<file path="src/rtl/ckdet_pkg.sv">
package ckdet_pkg;

    localparam int CODE_W = 4;

    typedef enum logic [1:0] {
        SPD_NORMAL = 2'b00,
        SPD_DOUBLE = 2'b01,
        SPD_HALF   = 2'b10,
        SPD_AUTO   = 2'b11
    } spd_e;

    // speed mode chosen in auto operation for a ratio code
    function automatic logic [1:0] code_to_mode(input logic [CODE_W-1:0] code);
        logic [1:0] m;
        if (code >= 4'd1 && code <= 4'd4)      m = SPD_DOUBLE;
        else if (code == 4'd7 || code == 4'd8) m = SPD_HALF;
        else                                   m = SPD_NORMAL;
        return m;
    endfunction

endpackage

</file>
<file path="src/rtl/edge_rise.sv">
module edge_rise #(
    parameter int STAGES = 2
) (
    input  logic clk,
    input  logic rst_n,
    input  logic in_i,
    output logic rise_o
);
    logic [STAGES:0] sh_d, sh_q;

    always_comb begin
        sh_d = {sh_q[STAGES-1:0], in_i};
    end

    always_ff @(posedge clk or negedge rst_n) begin
        if (!rst_n) sh_q <= '0;
        else        sh_q <= sh_d;
    end

    assign rise_o = sh_q[STAGES-1] & ~sh_q[STAGES];
endmodule

</file>
<file path="src/rtl/mclk_watchdog.sv">
module mclk_watchdog #(
    parameter int LIMIT = 256
) (
    input  logic clk,
    input  logic rst_n,
    input  logic tick_i,
    output logic stall_nx_o,
    output logic stall_q_o
);
    localparam int CW = $clog2(LIMIT + 1);

    logic [CW-1:0] cnt_d, cnt_q;
    logic          stall_d, stall_q;

    always_comb begin
        if (tick_i)                    cnt_d = '0;
        else if (cnt_q != CW'(LIMIT))  cnt_d = cnt_q + 1'b1;
        else                           cnt_d = cnt_q;
        stall_d = (cnt_d == CW'(LIMIT));
    end

    always_ff @(posedge clk or negedge rst_n) begin
        if (!rst_n) begin
            cnt_q   <= '0;
            stall_q <= 1'b0;
        end else begin
            cnt_q   <= cnt_d;
            stall_q <= stall_d;
        end
    end

    assign stall_nx_o = stall_d;
    assign stall_q_o  = stall_q;

    // a master-clock edge always releases the stop flag on the next cycle
    assert_wd_release_R8: assert property (@(posedge clk) disable iff (!rst_n)
        tick_i |=> !stall_q);
endmodule

</file>
<file path="src/rtl/ratio_classify.sv">
module ratio_classify #(
    parameter int CNT_W = 12,
    parameter int BASE  = 128,
    parameter int NUM   = 8
) (
    input  logic [CNT_W-1:0]             count_i,
    input  logic [1:0]                   sel_i,
    output logic [ckdet_pkg::CODE_W-1:0] code_o,
    output logic                         accept_o
);
    import ckdet_pkg::*;

    logic [NUM-1:0]    hit;
    logic [CODE_W-1:0] lo;

    // listed ratios: BASE and 1.5*BASE, each doubled per step
    for (genvar i = 0; i < NUM; i++) begin : g_ratio
        localparam int RATIO = (((i % 2) == 0) ? BASE : (BASE * 3) / 2) << (i / 2);
        assign hit[i] = (count_i == CNT_W'(RATIO));
    end

    always_comb begin
        code_o = '0;
        for (int i = 0; i < NUM; i++) begin
            if (hit[i]) code_o = CODE_W'(i + 1);
        end
        case (sel_i)
            SPD_DOUBLE: lo = 4'd1;
            SPD_NORMAL: lo = 4'd3;
            default:    lo = 4'd5;
        endcase
        if (sel_i == SPD_AUTO) accept_o = (code_o != '0);
        else                   accept_o = (code_o >= lo) && (code_o <= lo + 4'd3);
    end
endmodule

</file>
<file path="src/rtl/clk_ratio_detect.sv">
module clk_ratio_detect #(
    parameter int CNT_W       = 12,
    parameter int STOP_CYCLES = 256,
    parameter int SYNC_STAGES = 2,
    parameter int BASE_RATIO  = 128
) (
    input  logic       clk,
    input  logic       rst_n,
    input  logic       mclk_i,
    input  logic       lrck_i,
    input  logic [1:0] sel_i,
    output logic [1:0] mode_o,
    output logic [3:0] ratio_o,
    output logic       valid_o,
    output logic       psave_o
);
    import ckdet_pkg::*;

    typedef struct packed {
        logic [CNT_W-1:0]  cnt;
        logic [CNT_W-1:0]  prev;
        logic              prev_ok;
        logic              started;
        logic              mseen;
        logic              lseen;
        logic              psave;
        logic              valid;
        logic [CODE_W-1:0] code;
        logic [1:0]        mode;
    } det_t;

    det_t st_d, st_q;

    logic              m_rise, l_rise;
    logic              stall_nx, stall_q;
    logic [CODE_W-1:0] meas_code;
    logic              meas_ok;

    edge_rise #(.STAGES(SYNC_STAGES)) u_msync (
        .clk(clk), .rst_n(rst_n), .in_i(mclk_i), .rise_o(m_rise));

    edge_rise #(.STAGES(SYNC_STAGES)) u_lsync (
        .clk(clk), .rst_n(rst_n), .in_i(lrck_i), .rise_o(l_rise));

    mclk_watchdog #(.LIMIT(STOP_CYCLES)) u_wd (
        .clk(clk), .rst_n(rst_n), .tick_i(m_rise),
        .stall_nx_o(stall_nx), .stall_q_o(stall_q));

    ratio_classify #(.CNT_W(CNT_W), .BASE(BASE_RATIO), .NUM(8)) u_cls (
        .count_i(st_q.cnt), .sel_i(sel_i),
        .code_o(meas_code), .accept_o(meas_ok));

    always_comb begin
        st_d       = st_q;
        st_d.lseen = st_q.lseen | l_rise;
        if (stall_nx) begin
            st_d.mseen   = 1'b0;
            st_d.started = 1'b0;
            st_d.prev_ok = 1'b0;
            st_d.cnt     = '0;
            st_d.valid   = 1'b0;
            st_d.code    = '0;
        end else begin
            st_d.mseen = st_q.mseen | m_rise;
            if (l_rise) begin
                if (st_q.started) begin
                    if (!meas_ok) begin
                        st_d.valid = 1'b0;
                        st_d.code  = '0;
                    end else if (st_q.prev_ok && st_q.cnt == st_q.prev) begin
                        st_d.valid = 1'b1;
                        st_d.code  = meas_code;
                    end
                    st_d.prev    = st_q.cnt;
                    st_d.prev_ok = 1'b1;
                end
                st_d.started = 1'b1;
                st_d.cnt     = m_rise ? CNT_W'(1) : '0;
            end else if (m_rise && st_q.cnt != '1) begin
                st_d.cnt = st_q.cnt + 1'b1;
            end
        end
        st_d.psave = stall_nx | ~(st_d.mseen & st_d.lseen);
        if (sel_i != SPD_AUTO) st_d.mode = sel_i;
        else if (st_d.valid)   st_d.mode = code_to_mode(st_d.code);
        else                   st_d.mode = SPD_NORMAL;
    end

    always_ff @(posedge clk or negedge rst_n) begin
        if (!rst_n) begin
            st_q       <= '0;
            st_q.psave <= 1'b1;
        end else begin
            st_q <= st_d;
        end
    end

    assign mode_o  = st_q.mode;
    assign ratio_o = st_q.code;
    assign valid_o = st_q.valid;
    assign psave_o = st_q.psave;

    assert_valid_has_code_R3: assert property (@(posedge clk) disable iff (!rst_n)
        valid_o |-> (ratio_o != '0));

    assert_manual_mode_R5: assert property (@(posedge clk) disable iff (!rst_n)
        (sel_i != SPD_AUTO) |=> (mode_o == $past(sel_i)));

    assert_psave_no_valid_R7: assert property (@(posedge clk) disable iff (!rst_n)
        psave_o |-> !valid_o);

    assert_code_hold_R9: assert property (@(posedge clk) disable iff (!rst_n)
        !l_rise |=> ($stable(ratio_o) || stall_q));
endmodule

</file>
<file path="config.mk">
export PLATFORM = sky130hd
export DESIGN_NAME = clk_ratio_detect
export DESIGN_NICKNAME = d
export VERILOG_FILES = /design/src/rtl/ckdet_pkg.sv /design/src/rtl/edge_rise.sv /design/src/rtl/mclk_watchdog.sv /design/src/rtl/ratio_classify.sv /design/src/rtl/clk_ratio_detect.sv
export SDC_FILE = /design/constraint.sdc
export NUM_CORES = 1
export LEC_CHECK = 0
export BUFFER_PORTS_ARGS = -buffer_cell sky130_fd_sc_hd__buf_2
export CAP_MARGIN = 10
export CORE_MARGIN = 1
export CORE_UTILIZATION = 59
export CTS_CLUSTER_DIAMETER = 40
export CTS_CLUSTER_SIZE = 20
export DETAILED_ROUTE_END_ITERATION = 10
export PLACE_DENSITY_LB_ADDON = 0.1
export SLEW_MARGIN = 20
export SYNTH_ARGS = -nofsm -noshare
export SYNTH_HDL_FRONTEND = slang
export SYNTH_HIERARCHICAL = 1
export SYNTH_SLANG_ARGS = --single-unit
</file>
<file path="constraint.sdc">
create_clock -name clk -period 4.9 [get_ports clk]
set_input_delay 0.98 -clock clk [delete_from_list [all_inputs] [get_ports clk]]
set_output_delay 0.98 -clock clk [all_outputs]
set_load 0.01 [all_outputs]
</file>
# Yosys cells after proc, flatten, opt, wreduce, memory -nomap -nowiden
# Index checks and enable logic that the tools add are counted.
[word_totals] regBits=51 in_bits=6 output_inout_bits=8
[op_classes] add_sub_neg=3 n_lt_le_gt_ge=4 n_eq_ne=17 n_mux=28 bitwise=10 reduce_logical=12
[op_table] cell="12-bit two-way mux" n=3
[op_table] cell="5-bit two-way mux" n=5
[op_table] cell="12-bit by 10-bit equality test with 1-bit output, second input constant" n=2
[op_table] cell="12-bit by 11-bit equality test with 1-bit output, second input constant" n=2
[op_table] cell="12-bit by 8-bit equality test with 1-bit output, second input constant" n=2
[op_table] cell="12-bit by 9-bit equality test with 1-bit output, second input constant" n=2
[op_table] cell="9-bit two-way mux" n=2
[op_table] cell="3-bit two-way mux" n=5
[op_table] cell="2-bit two-way mux" n=7
[op_table] cell="12-bit by 1-bit adder with 12-bit output, second input constant" n=1
[op_table] cell="12-bit equality test" n=1
[op_table] cell="12-bit inequality test, second input constant" n=1
[op_table] cell="9-bit by 1-bit adder with 9-bit output, second input constant" n=1
[op_table] cell="9-bit equality test, second input constant" n=1
[op_table] cell="9-bit inequality test, second input constant" n=1
[op_table] cell="3-bit one-hot mux with 2 select lines" n=1
[op_table] cell="3-bit by 2-bit adder with 4-bit output, second input constant" n=1
[op_table] cell="4-bit by 3-bit equality test with 1-bit output, second input constant" n=1
[op_table] cell="4-bit equality test, second input constant" n=1
[op_table] cell="4-bit by 1-bit greater-or-equal comparator with 1-bit output, second input constant" n=1
[op_table] cell="4-bit by 3-bit greater-or-equal comparator with 1-bit output" n=1
[op_table] cell="4-bit by 3-bit less-or-equal comparator with 1-bit output, second input constant" n=1
[op_table] cell="4-bit less-or-equal comparator" n=1
[op_table] cell="1-bit logical AND" n=4
[op_table] cell="other kinds (15)" n=26

# Logic depth before layout (Yosys ltp)
# Gate-level depths: netlist (run 1).
[depth] ltp_word=22 ltp_mapped=17 mapped_depth_nobuf=15

# Hierarchy
# The synthesis (run 1) kept the hierarchy.
[modules_own_cells] module="clk_ratio_detect" n_inst=1 cells_per_inst=177 area_per_inst_um2=1928.1 seq_area_each_um2=902.1
[modules_own_cells] module="mclk_watchdog" n_inst=1 cells_per_inst=65 area_per_inst_um2=621.8 seq_area_each_um2=250.2
[modules_own_cells] module="ratio_classify" n_inst=1 cells_per_inst=53 area_per_inst_um2=367.9 seq_area_each_um2=0.0
[modules_own_cells] module="edge_rise" n_inst=2 cells_per_inst=4 area_per_inst_um2=88.8 seq_area_each_um2=75.1

# Worst setup path before layout (run 1)
# No wires, ideal clock.
[synth_timing] path_kind="reg2reg" startpoint="reg st_q[35] (netlist bit)" endpoint="reg st_q, in the netlist mode_o[1]" setup_ps=78 arrival_time_ps=3605 required_ps=4822 slack_ps=1217 stages_incl_launch_ff=15 synth_period_minus_slack_ps=3683 cell_sequence="dfrtp_1 > or4_4 > or2_1 > nor3_1 > ha_1 > a21o_1 > or3b_2 > a32oi_1 > buf_4 > nand4_1 > mux2_1 > a21oi_2 > and4_1 > a21oi_1 > o2bb2ai_1"
[synth_lines] item="start, declared" line="clk_ratio_detect.sv:32" source="det_t st_d, st_q;"
[synth_lines] item="start signal, assigned" line="clk_ratio_detect.sv:94" source="st_q <= st_d;"

==> results of run 1 <==
state kept, by name (all words and copies together) (netlist names):
signal / flops
mode_o: 2
psave_o: 1
ratio_o: 4
st_q: 28
u_lsync/sh_q: 3
u_msync/sh_q: 3
u_wd/cnt_q: 9
valid_o: 1
cells in the final DEF, fill, tap and decap left out, drive strengths merged, types with 11 or more instances in the layout:
| cell type | instances |
|---|---|
| nand4 | 11 |
| mux2 | 15 |
| buf | 14 |
| xnor2 | 20 |
| nand2 | 26 |
| xor2 | 11 |
| dfrtp | 50 |
| nand3 | 13 |
| nor2 | 36 |
| a21oi | 14 |
final timing paths:
| path | from | slack (ns) | end |
|---|---|---|---|
| setup / recovery | st_q[28]$_DFFE_PN0P_ | 0.58 | mode_o[1]$_DFF_PN0_ |
| hold / removal | u_lsync/sh_q[0]$_DFF_PN0_ | 0.35 | u_lsync/sh_q[1]$_DFF_PN0_ |
| setup reg to reg | st_q[28]$_DFFE_PN0P_ | 0.58 | mode_o[1]$_DFF_PN0_ |
| hold reg to reg | u_lsync/sh_q[0]$_DFF_PN0_ | 0.35 | u_lsync/sh_q[1]$_DFF_PN0_ |
| max in group asynchronous | rst_n | 3.78 | st_q[34]$_DFFE_PN0P_ |
| min in group asynchronous | rst_n | 0.68 | u_wd/cnt_q[1]$_DFF_PN0_ |
power by group:
part | internal [mW] | switching [mW] | total [mW]
sequential | 0.451 | 0.0434 | 0.495
combinational | 0.102 | 0.109 | 0.210
clock | 0.115 | 0.135 | 0.250
final cells by class:
| type | instances | area (um^2) | area share [%] |
|---|---|---|---|
| multi-input combinational | 223 | 1620 | 50.8 |
| clock buffer | 6 | 82.6 | 2.60 |
| tap | 67 | 83.8 | 2.63 |
| timing repair buffer | 14 | 75.1 | 2.36 |
| sequential | 51 | 1280 | 40.1 |
| inverter | 8 | 30.0 | 0.944 |
| clock inverter | 2 | 16.3 | 0.511 |
per-layer routing:
layer	wire length, um	up-vias	GRT usage [%]	share of wire (%)
met3	97	5	3.66	1.8
li1	-	1051	-	-
met1	2610	1018	29.9	49
met2	2550	18	35.5	48
met5	0	-	0	0
met4	54	0	5.77	1.0
==> flow_summary.ini, run 1 <==
[die]
rows = 25
io_pins = 14
start_util_pct = 62.9
die_h_um = 74.1
die_w_um = 74.1
coreArea_um2 = 4880
dieArea_um2 = 5500

[clocking]
holdBufCountCts = 0
cts_setup_buffers = 0
clkTransAtPathRegs_ns = 0.09
clockBufferDepth = 2
cts_tree = built
numClockSinks = 51
h-tree-depth = 2
ctsResizeCount = 0
cts_root_buf = clkbuf_8
cts_made_buffers = 5
clock_latency_ns = 0.30

[timing]
tns_ns = 0
maxSlewHeadroom_pct = 53.5
whs_ns = 0.354
drv_slew = 0
rsz0062_at_grt = false
period_minus_slack_ns = 4.32
worstMarginPinSlew_ns = 0.697
setup_slack_ns = 0.581
post-route-period-util_pct = 88.1
skew_ns = 0.00546
setup_viol = 0
fmax_mhz = 232
hold_viol = 0

[critical_path]
critPathTopFamily = simple AND/OR/NAND/NOR gates
cp.required_ns = 5.13
rr_worst_depth = 13
cp.arrival_ns = 4.55
critPathKind = flop to flop
cp-start-kind = flop
critical_path_buf_inv_count = 0
path_cells = or4_4 > or2_1 > nor3_1 > ha_1 > a21o_1 > or3b_2 > a32oi_1 > nand4_1 > mux2_1 > a21oi_2 > and4_1 > a21oi_1 > o2bb2ai_1
worstSetupEndpointType = flop
cp_slowest_stage_delay_ns = 0.60
slowest_stage = or4_4
worstPathMaxFanout = 9
path_depth = 13

[place]
hpwlAfterDp_um = 3820
dp_slack_ns = 0.601
port-buffer-count = 13
globalplace.congestion = 0.862
dp.cells = 363
post_dp_cell_area_um2 = 3080

[power]
power.total_mw = 0.955
power_leakage_nw = 1.38
vdd_ir_drop_max_v = 0.000237
power.density_nw_per_um2 = 300

[logic_synthesis]
avgSynthCellArea_um2 = 10.2
synthCells = 302
yosys_warnings = 6
synth_area_um2 = 3070
synth_nets = 316

[layout]
final_core_util_pct = 65.2
n_fill_cell = 405
fin_nets = 317
syn2layout_area_growth_pct = 3.63
diodes = 0
drive_above_1_share_pct = 22.7
final_cells = 371
fin_area_um2 = 3180

[drt]
drt-vias-per-instance = 5.64
remaining_drc_errors = 0
wl_per_cell_um = 14.3
drtPass1Iterations = 4
via_count = 2092
drt_wl_total_um = 5310
drtIter0Drc = 89
postRouteAntennaNets = 0

[global_routing]
track_usage_pct = 21.6
grt_remaining_overflow = 0
grt_max_degree = 52
grt_first_pass_wirelength_um = 9050
grt_pass1_vias = 1903
grt_antenna_before_repair = 0

[run]
max_cap_viol_count = 0

[run_status]
status = finished, final reports clean

[worst_hold_path]
holdPathStages = 0
hold_path_class = flop to flop
(Power assumes the default switching activity.)
==> run 2, diff against run 1 <==
- PLACE_DENSITY: default -> 0.75
- PLACE_DENSITY_LB_ADDON: 0.1 -> default
==> run 2 against run 1 <==
  * Via count is 2.1% higher
  * Global-route usage grew 1.1 points
  * Critical path depth stayed put
  * Critical path type unchanged
  * Final cell count grew 0.54%
  * Clock power increased by 2%
  * Largest cell class unchanged
  * Die area is the same
  * Combinational power hardly changed
  * Clock skew increased by 0.0032 ns
  * Final area grew 0.75%
==> flow_summary.ini, run 2 (same netlist as run 1, synthesis figures left out) <==
[critical_path]
path_cells = or4_4 > or2_1 > nor3_1 > ha_1 > a21o_1 > or3b_2 > a32oi_1 > nand4_1 > mux2_1 > a21oi_2 > and4_1 > a21oi_1 > o2bb2ai_1
cp.required_ns = 5.14
cp.arrival_ns = 4.51
slowest_stage = or4_4
cp_slowest_stage_delay_ns = 0.60
critPathTopFamily = simple AND/OR/NAND/NOR gates
worstPathMaxFanout = 9
critPathKind = flop to flop
cp-start-kind = flop
critical_path_buf_inv_count = 0
worstSetupEndpointType = flop

[clocking]
clockBufferDepth = 2
clkTransAtPathRegs_ns = 0.10
cts_setup_buffers = 0
ctsResizeCount = 0
cts_made_buffers = 5
h-tree-depth = 2
holdBufCountCts = 0
clock_latency_ns = 0.31
cts_tree = built
cts_root_buf = clkbuf_8
numClockSinks = 51

[layout]
final_common_cell = dfrtp_1
fin_nets = 319
largest_reg_flops = 28
multiInputGateArea_um2 = 1620
diodes = 0
final_cells = 373
drive_above_1_share_pct = 23.2
seqCellArea_um2 = 1280
syn2layout_area_growth_pct = 4.40
n_fill_cell = 408
final_cell_mix = dfrtp_1, nor2_1, nand2_1, mux2_2
final_core_util_pct = 65.7
top_register = st_q
fin_area_um2 = 3210

[run]
max_cap_viol_count = 0

[drt]
drt_wl_total_um = 5520
drtIter0Drc = 94
drt-vias-per-instance = 5.72
remaining_drc_errors = 0
postRouteAntennaNets = 0
via_count = 2135
drtPass1Iterations = 4
wl_per_cell_um = 14.8

[timing]
whs_ns = 0.362
drv_slew = 0
setup_slack_ns = 0.632
tns_ns = 0
post-route-period-util_pct = 87.1
worstMarginPinSlew_ns = 0.681
rsz0062_at_grt = false
maxSlewHeadroom_pct = 53.9
period_minus_slack_ns = 4.27
skew_ns = 0.00862
setup_viol = 0
fmax_mhz = 234
hold_viol = 0

[die]
rows = 25
dieArea_um2 = 5500
io_pins = 14
die_w_um = 74.1
coreArea_um2 = 4880
die_h_um = 74.1
start_util_pct = 62.9

[global_routing]
grt_first_pass_wirelength_um = 9460
grt_max_degree = 28
grt_antenna_before_repair = 0
grt_remaining_overflow = 0
grt_pass1_vias = 2078
track_usage_pct = 22.7

[place]
hpwlAfterDp_um = 4040
port-buffer-count = 13
dp.cells = 365
globalplace.congestion = 0.896
post_dp_cell_area_um2 = 3110
dp_slack_ns = 0.625

[run_status]
status = finished, final reports clean

[power]
power.total_mw = 0.961
vdd_ir_drop_max_v = 0.000227
power.density_nw_per_um2 = 300
power_leakage_nw = 1.40

[worst_hold_path]
hold_path_class = flop to flop
## run 2: cell type report
| class | count | share of cell area [%] |
|---|---|---|
| flip-flops and latches | 51 | 39.9 |
| repair buffers | 16 | 3.12 |
| well taps | 67 | 2.62 |
| multi-input cells | 223 | 50.4 |
| clock buffers | 5 | 2.15 |
| inverters | 8 | 0.937 |
| clock inverters | 3 | 0.898 |
## run 2: where the power goes
| group | switching (mW) | internal [mW] | total [mW] |
|---|---|---|---|
| clock | 0.149 | 0.106 | 0.255 |
| sequential | 0.0427 | 0.451 | 0.494 |
| combinational | 0.109 | 0.103 | 0.212 |
## run 2: path summary, 6_finish.rpt
path,start,endpoint,slack (ns),depth (start not counted)
worst max-delay path,st_q[28]$_DFFE_PN0P_,mode_o[1]$_DFF_PN0_,0.63,13
max in group asynchronous,rst_n,psave_o$_DFF_PN1_,3.61,2
min in group asynchronous,rst_n,u_msync/sh_q[0]$_DFF_PN0_,0.67,1
worst min register to register,u_msync/sh_q[0]$_DFF_PN0_,u_msync/sh_q[1]$_DFF_PN0_,0.36,0
worst min-delay path,u_msync/sh_q[0]$_DFF_PN0_,u_msync/sh_q[1]$_DFF_PN0_,0.36,0
worst max register to register,st_q[28]$_DFFE_PN0P_,mode_o[1]$_DFF_PN0_,0.63,13
## run 2: routing by layer
metal  part of all wire, %  wire length, um  global-route usage (%)  up-vias
li1                      -                -                       -     1050
met3                   2.1              118                    3.79        9
met4                   1.6               86                    9.19        0
met1                    46             2570                    29.1     1048
met5                     0                0                       0        -
met2                    50             2750                    38.4       28
==> run 3, diff against run 2 <==
- CTS_BUF_LIST: default -> sky130_fd_sc_hd__clkbuf_2
==> run 3 against run 2 <==
  * Register-to-register slack is essentially flat
  * Sequential power is essentially flat
  * Total power shrank 7.3%
  * First-iteration DRC count grew 21%
  * Utilization shrank 0.90 points
  * Critical path type unchanged
  * Highest routed layer unchanged
==> flow_summary.ini, run 3 (same netlist as run 1, synthesis figures left out) <==
[power]
vdd_ir_drop_max_v = 0.000221
power.density_nw_per_um2 = 282
power_leakage_nw = 1.38
power.total_mw = 0.891

[clocking]
h-tree-depth = 2
clkTransAtPathRegs_ns = 0.29
clockBufferDepth = 2
ctsResizeCount = 0
clock_latency_ns = 0.45
cts_made_buffers = 5
cts_setup_buffers = 0
cts_root_buf = clkbuf_2
cts_tree = built
numClockSinks = 51
holdBufCountCts = 0

[layout]
top_register = st_q
final_cell_mix = dfrtp_1, nor2_1, nand2_1, mux2_2
fin_area_um2 = 3160
n_fill_cell = 416
syn2layout_area_growth_pct = 2.97
drive_above_1_share_pct = 23.2
largest_reg_flops = 28
diodes = 0
fin_nets = 319
final_common_cell = dfrtp_1

[die]
dieArea_um2 = 5500
start_util_pct = 62.9
coreArea_um2 = 4880
io_pins = 14
rows = 25
die_h_um = 74.1
die_w_um = 74.1

[place]
port-buffer-count = 13
globalplace.congestion = 0.896
hpwlAfterDp_um = 4040
post_dp_cell_area_um2 = 3110

[timing]
whs_ns = 0.390
post-route-period-util_pct = 87.0
maxSlewHeadroom_pct = 56.1
fmax_mhz = 234
hold_viol = 0
rsz0062_at_grt = false
setup_viol = 0
tns_ns = 0
drv_slew = 0
worstMarginPinSlew_ns = 0.650
period_minus_slack_ns = 4.26
skew_ns = 0.0299

[critical_path]
worstPathMaxFanout = 9
cp.required_ns = 5.32
path_cells = or4_4 > or2_1 > nor3_1 > ha_1 > a21o_1 > or3b_2 > a32oi_1 > nand4_1 > mux2_1 > a21oi_2 > and4_1 > a21oi_1 > o2bb2ai_1
cp.arrival_ns = 4.68
slowest_stage = or4_4
cp_slowest_stage_delay_ns = 0.60
rr_worst_depth = 13
worstSetupEndpointType = flop
critPathKind = flop to flop
cp-start-kind = flop

[drt]
postRouteAntennaNets = 0
via_count = 2131
remaining_drc_errors = 0
drt_wl_total_um = 5510
wl_per_cell_um = 14.8
drt-vias-per-instance = 5.71
drtIter0Drc = 114
drtPass1Iterations = 4

[run_status]
status = finished, final reports clean

[global_routing]
grt_max_degree = 28
grt_first_pass_wirelength_um = 9390
grt_antenna_before_repair = 0
grt_remaining_overflow = 0
grt_pass1_vias = 2065
track_usage_pct = 22.6

[worst_hold_path]
holdPathStages = 0
hold_path_class = flop to flop

[run]
max_cap_viol_count = 0
-- run 3: cell counts in the layout (fill, tap and decap cells not counted) --
No cell type changed its count.
-- run 3: layout make-up --
type,instances,area [um^2],area share [%]
Inverter,8,30.0,0.950
Clock buffer,5,25.0,0.791
Multi-Input combinational cell,223,1620,51.1
Clock inverter,3,28.8,0.910
Timing Repair Buffer,16,100,3.17
Tap cell,67,83.8,2.65
Sequential cell,51,1280,40.4
-- run 3: critical path: cells and delay by family, from the launching register on --
| kind | cells | cell delay (ns) |
|---|---|---|
| DFF | 1 | 0.53 |
| adders and majority gates | 1 | 0.30 |
| muxes | 1 | 0.34 |
| AOI/OAI and AO/OA | 5 | 1.11 |
| and+or+nand+nor | 6 | 1.96 |
-- run 3: stage by stage --
stage | util (%) | setup WS [ns] | std cells
2_1_floorplan | - | 1.22 | 302
3_3_place_gp | 63.3 | 0.725 | 364
3_5_place_dp | 63.7 | 0.625 | 365
4_1_cts | 64.8 | 0.615 | 373
5_1_grt | 64.8 | 0.368 | 373
6_report | 64.8 | 0.635 | 373
-- run 3: report_power, final --
part           switching (mW)  internal, mW
clock                   0.144        0.0413
sequential             0.0428         0.452
combinational           0.108         0.103
-- run 3: path summary, 6_finish.rpt --
check,to,from,slack [ns]
min in group asynchronous,st_q[21]$_DFFE_PN0P_,rst_n,0.48
worst min-delay path,u_msync/sh_q[1]$_DFF_PN0_,u_msync/sh_q[0]$_DFF_PN0_,0.39
worst min register to register,u_msync/sh_q[1]$_DFF_PN0_,u_msync/sh_q[0]$_DFF_PN0_,0.39
worst max register to register,mode_o[1]$_DFF_PN0_,st_q[28]$_DFFE_PN0P_,0.64
worst max-delay path,mode_o[1]$_DFF_PN0_,st_q[28]$_DFFE_PN0P_,0.64
max in group asynchronous,psave_o$_DFF_PN1_,rst_n,3.81
-- run 3: metal layers --
layer  global-route usage, %  wire length (um)  vias to the layer above
li1                        -                 -                     1058
met1                    28.8              2590                     1041
met2                    37.9              2720                       23
met3                    3.79                87                        9
met4                    9.83               111                        0
met5                       0                 0                        -
